`src/rtl/rstc_pkg.sv`:
```
package rstc_pkg;

    localparam int NCAUSE = 12;
    localparam int IDX_W  = $clog2(NCAUSE);

    typedef logic [NCAUSE-1:0] cause_vec_t;

    typedef enum logic [IDX_W-1:0] {
        C_AUX_PWR   = 4'd0,
        C_AC_FAIL   = 4'd1,
        C_CONV_FAIL = 4'd2,
        C_THERMAL   = 4'd3,
        C_HALT_HS   = 4'd4,
        C_WD_CPU    = 4'd5,
        C_WD_SWB    = 4'd6,
        C_WD_MEZZ   = 4'd7,
        C_FW_RST    = 4'd8,
        C_PB_LONG   = 4'd9,
        C_PB_SHORT  = 4'd10,
        C_SW_RST    = 4'd11
    } cause_e;

    typedef enum logic [1:0] {
        REG_VEC = 2'd0,
        REG_IDX = 2'd1
    } reg_sel_e;

    typedef struct packed {
        logic       hit;
        cause_vec_t onehot;
    } pick_t;

    function automatic logic [IDX_W-1:0] onehot_to_idx(cause_vec_t v);
        logic [IDX_W-1:0] r;
        r = '0;
        for (int i = 0; i < NCAUSE; i++)
            if (v[i]) r = r | IDX_W'(i);
        return r;
    endfunction

endpackage

```
`src/rtl/rstc_prio_pick.sv`:
```
module rstc_prio_pick
    import rstc_pkg::*;
(
    input  cause_vec_t strobe,
    output pick_t      pick
);
    logic [NCAUSE:0] seen;
    cause_vec_t      win;

    assign seen[0] = 1'b0;

    generate
        for (genvar g = 0; g < NCAUSE; g++) begin : g_chain
            assign win[g]    = strobe[g] & ~seen[g];
            assign seen[g+1] = seen[g] | strobe[g];
        end
    endgenerate

    assign pick.hit    = seen[NCAUSE];
    assign pick.onehot = win;
endmodule

```
`src/rtl/rstc_record.sv`:
```
module rstc_record
    import rstc_pkg::*;
(
    input  logic       clk,
    input  logic       por_rst,
    input  pick_t      pick,
    output cause_vec_t cause_q,
    output logic       new_q
);
    always_ff @(posedge clk) begin
        if (por_rst) begin
            cause_q <= '0;
            new_q   <= 1'b0;
        end else begin
            new_q <= pick.hit;
            if (pick.hit)
                cause_q <= pick.onehot;
        end
    end

    AST_ONE_HOT_REC: assert property (@(posedge clk) disable iff (por_rst)
        $onehot0(cause_q));
    AST_HOLD_IDLE: assert property (@(posedge clk) disable iff (por_rst)
        !pick.hit |=> $stable(cause_q));
    AST_PULSE_AFTER_HIT: assert property (@(posedge clk) disable iff (por_rst)
        pick.hit |=> new_q);
    AST_NO_PULSE_IDLE: assert property (@(posedge clk) disable iff (por_rst)
        !pick.hit |=> !new_q);
endmodule

```
`src/rtl/rstc_regbus.sv`:
```
module rstc_regbus
    import rstc_pkg::*;
#(
    parameter int DATA_W = 16,
    parameter int ADDR_W = 2
) (
    input  logic              clk,
    input  logic              por_rst,
    input  logic              sys_rst,
    input  logic              req,
    input  logic              we,
    input  logic [ADDR_W-1:0] addr,
    input  cause_vec_t        cause,
    output logic              ack,
    output logic [DATA_W-1:0] rdata
);
    localparam int FLAG_BIT = DATA_W - 1;

    logic [DATA_W-1:0] rd_mux;

    always_comb begin
        rd_mux = '0;
        if (!we) begin
            if (addr == ADDR_W'(REG_VEC)) begin
                rd_mux[NCAUSE-1:0] = cause;
            end else if (addr == ADDR_W'(REG_IDX)) begin
                rd_mux[IDX_W-1:0] = onehot_to_idx(cause);
                rd_mux[FLAG_BIT]  = |cause;
            end
        end
    end

    always_ff @(posedge clk) begin
        if (por_rst || sys_rst) begin
            ack   <= 1'b0;
            rdata <= '0;
        end else begin
            ack   <= req;
            rdata <= req ? rd_mux : '0;
        end
    end

    AST_ACK_NEXT: assert property (@(posedge clk) disable iff (por_rst)
        (req && !sys_rst) |=> ack);
    AST_WRITE_ZERO: assert property (@(posedge clk) disable iff (por_rst)
        (req && we && !sys_rst) |=> (rdata == '0));
    AST_FLAG_MATCH: assert property (@(posedge clk) disable iff (por_rst)
        (req && !we && !sys_rst && addr == ADDR_W'(REG_IDX))
            |=> (rdata[FLAG_BIT] == $past(|cause)));
endmodule

```
`src/rtl/rstc_recorder.sv`:
```
module rstc_recorder
    import rstc_pkg::*;
#(
    parameter int DATA_W = 16,
    parameter int ADDR_W = 2
) (
    input  logic              clk,
    input  logic              por_rst,
    input  logic              sys_rst,
    input  logic [11:0]       cause_strobe,
    input  logic              bus_req,
    input  logic              bus_we,
    input  logic [ADDR_W-1:0] bus_addr,
    output logic              bus_ack,
    output logic [DATA_W-1:0] bus_rdata,
    output logic [11:0]       cause_vec,
    output logic              cause_new
);
    pick_t      pick;
    cause_vec_t rec_q;
    logic       new_q;

    rstc_prio_pick u_pick (
        .strobe (cause_strobe),
        .pick   (pick)
    );

    rstc_record u_rec (
        .clk     (clk),
        .por_rst (por_rst),
        .pick    (pick),
        .cause_q (rec_q),
        .new_q   (new_q)
    );

    rstc_regbus #(.DATA_W(DATA_W), .ADDR_W(ADDR_W)) u_bus (
        .clk     (clk),
        .por_rst (por_rst),
        .sys_rst (sys_rst),
        .req     (bus_req),
        .we      (bus_we),
        .addr    (bus_addr),
        .cause   (rec_q),
        .ack     (bus_ack),
        .rdata   (bus_rdata)
    );

    assign cause_vec = rec_q;
    assign cause_new = new_q;

    AST_POWER_WINS: assert property (@(posedge clk) disable iff (por_rst)
        cause_strobe[C_AUX_PWR] |=> cause_vec[C_AUX_PWR]);
    AST_SINGLE_STROBE: assert property (@(posedge clk) disable iff (por_rst)
        (cause_strobe == 12'h800) |=> (cause_vec == 12'h800));
    AST_SYSRST_KEEP: assert property (@(posedge clk) disable iff (por_rst)
        (sys_rst && cause_strobe == '0) |=> $stable(cause_vec));
endmodule

```
`config.mk`:
```
export PLATFORM = sky130hd
export DESIGN_NAME = rstc_recorder
export DESIGN_NICKNAME = d
export VERILOG_FILES = /design/src/rtl/rstc_pkg.sv /design/src/rtl/rstc_prio_pick.sv /design/src/rtl/rstc_record.sv /design/src/rtl/rstc_regbus.sv /design/src/rtl/rstc_recorder.sv
export SDC_FILE = /design/constraint.sdc
export NUM_CORES = 1
export LEC_CHECK = 0
export BUFFER_PORTS_ARGS = -buffer_cell sky130_fd_sc_hd__buf_2
export CAP_MARGIN = 20
export CORE_UTILIZATION = 39
export CTS_CLUSTER_SIZE = 20
export DETAILED_ROUTE_END_ITERATION = 16
export HOLD_SLACK_MARGIN = 0.05
export PLACE_DENSITY = 0.73
export REMOVE_ABC_BUFFERS = 1
export SLEW_MARGIN = 10
export SYNTH_ARGS = -nofsm -noshare
export SYNTH_HDL_FRONTEND = slang
export SYNTH_SLANG_ARGS = --single-unit
```
`constraint.sdc`:
```
create_clock -name clk -period 1.13 [get_ports clk]
set_input_delay 0.113 -clock clk [delete_from_list [all_inputs] [get_ports clk]]
set_output_delay 0.113 -clock clk [all_outputs]
set_load 0.03 [all_outputs]
```
==> reports/metrics.yaml <==
run_status: "finished, final reports clean"
floorplan.initialDensity_pct: 43.0
drt_first_iter_violations: 31
min_path_type: "input port to flop"
fp.dieArea_mm2: 0.00274
finalHoldWorstSlack_ns: 0.0637
htree_num_levels: 1
grt_remaining_overflow: 0
p_leak_nw: 0.690
grt_antenna_before_repair: 0
yosysWarnings: 0
route.detailed.wl_per_inst_um: 12.1
pre_cts_slack_ns: -0.231
grt_first_pass_wirelength_mm: 3.91
grt_pass1_vias: 871
timing.setup.critical_path_class: "input port to flop"
ys_types: 24
post_synth.cell_area_avg_um2: 9.24
worst_slack_ns: 0.0447
row_count: 17
dieHeight_um: 52.3
postSynthCellCount: 107
timing.fmax_mhz: 921
hold_violations: 0
register_bit_total_from_synthesis: 27
areaGrowthSynthToFinish_pct: 49.0
clock_skew_ns: 0.00864
post-dp-hpwl_mm: 1.83
grt_max_degree: 16
vias_per_cell: 5.15
fillerInstances: 199
slew_violations: 0
worst-endpoint-arrival_ns: 1.33
crit_required_ns: 1.37
design.final.nets: 196
final.period_utilization_pct: 96.0
synth_top_flop_cell: "dfxtp_1"
num_antenna_cells: 0
worst_skew_late_latency_ns: 0.32
report.final.setup_viol: 0
element_type_at_the_critical_path_end: "flop"
dr.pass1.iters: 4
timing.max_cap.violations: 0
max-vdd-ir-drop_v: 0.000820
design.core.area_mm2: 0.00230
layout-drive-gt1-share_pct: 42.0
drc: 0
synth-edff-count: 0
yosysSeqAreaShare_pct: 54.7
cts_tree: "done"
powerDensity_mw_per_mm2: 1060
gr-usage-all-layers_pct: 19.3
drtAntennaViolNets: 0
setup_fix_buffers_added_after_clock_tree_synthesis: 0
wl_mm: 2.48
leading_cell_types_in_the_layout_fill_and_taps_excluded: "buf_2, dfxtp_1, buf_4"
multi_input_area_um2: 398
io_buffers: 45
globalplace.congestion: 0.871
io_pins: 49
clock_path_buffers: 2
ys_async_sr_fraction_pct: 0
setup-tns-final_ns: 0
cts-buffers-inserted: 3
die_w_um: 52.3
cts_sinks: 27
regArea_um2: 549
clk_root_buffer_cell: "clkbuf_4"
finalWorstPathRequiredPeriod_ns: 1.09
dr_total_vias: 1051
clk_pin_slew_ns: 0.14
critical_path.startpoint_type: "input port"
layout.cells.most_common: "buf_2"
cp_max_fo: 5
finalPower_w: 0.00156
netlist_area_um2: 988
-- synthesized netlist by cell type (2+ instances only) --
library cell  number  area [µm²]
o22ai_1            3        18.8
nor2_1            11        41.3
nand2_1            4        15.0
inv_1             10        37.5
a31oi_1            2        12.5
nand4_1            2        12.5
a211oi_1           2        15.0
nand3b_1           2        15.0
o21ai_0            4        20.0
nor3_1             8        40.0
a21oi_1            2        10.0
nor4_1             7        43.8
dfxtp_1           27         541
nand3_1            4        20.0
buf_4              3        22.5
and2_1             7        43.8
a221oi_1           2        17.5
-- cell type report --
| class | instances | share of cell area, % |
|---|---|---|
| repair buffers | 67 | 28.9 |
| inverters | 10 | 2.55 |
| flip-flops and latches | 27 | 37.3 |
| clock buffers | 3 | 1.53 |
| well taps | 28 | 2.38 |
| clock inverters | 1 | 0.340 |
| multi-input cells | 68 | 27.0 |
-- power by group --
part	switching [W]	total [W]	internal [W]
clock	0.000262	0.000395	0.000132
sequential	0.00000657	0.000969	0.000962
combinational	0.000112	0.000193	0.0000811
total	0.000381	0.00156	0.00118
-- kinds of logic (layout without fill, tap and decap cells) --
family	count (synthesis)	count (layout)	share of synthesized area, %
buffers and inverters	14	81	6.58
other	1	3	0.379
flip-flops	27	27	54.7
AO/OA/AOI/OAI	17	17	11.9
AND/OR/NAND/NOR	48	48	26.5
-- state kept, by name, indices dropped and copies added (netlist names) --
name	count
u_bus.rdata	13
u_rec.cause_q	12
u_bus.ack	1
u_rec.new_q	1
-- final timing paths --
check	startpoint	endpoint	slack [ns]	cells past startpoint
max	cause_strobe[6]	u_rec.cause_q[2]	0.04	5
min	cause_strobe[11]	u_rec.cause_q[11]	0.06	3
max reg2reg	u_rec.cause_q[11]	u_bus.rdata[15]	0.07	3
min reg2reg	u_rec.cause_q[4]	u_bus.rdata[4]	0.51	2
-- worst max-delay path: stages --
cell,delay (ns)
dlygate4sd3_1,0.53
buf_2,0.16
nor2_4,0.11
nand4_1,0.20
o21ai_1,0.21
-- per-layer routing --
metal / global-route usage, % / vias to the layer above / wire length, µm
li1: - / 518 / -
met1: 24.0 / 466 / 1050
met2: 32.7 / 65 / 1200
met3: 6.09 / 2 / 213
met4: 3.51 / 0 / 8
met5: 0 / - / 0
-- stage by stage --
step                instance area [µm²]  util, %  std cells
floorplan                           968        -        105
global placement                   1330     58.1        192
detailed placement                 1330     58.1        192
CTS                                1440     62.8        204
global route                       1470     64.1        204
finish                             1470     64.1        204
-- what timing repair did --
| action | CTS | global route |
|---|---|---|
| pin swaps | 0 | 2 |
| endpoints found under the setup margin | 1 | 13 |
| endpoints found under the hold margin | 9 | 0 |
| cloned | 0 | 0 |
| hold buffers | 8 | 0 |
| gates resized for setup | 1 | 22 |
(Power assumes the default switching activity.)
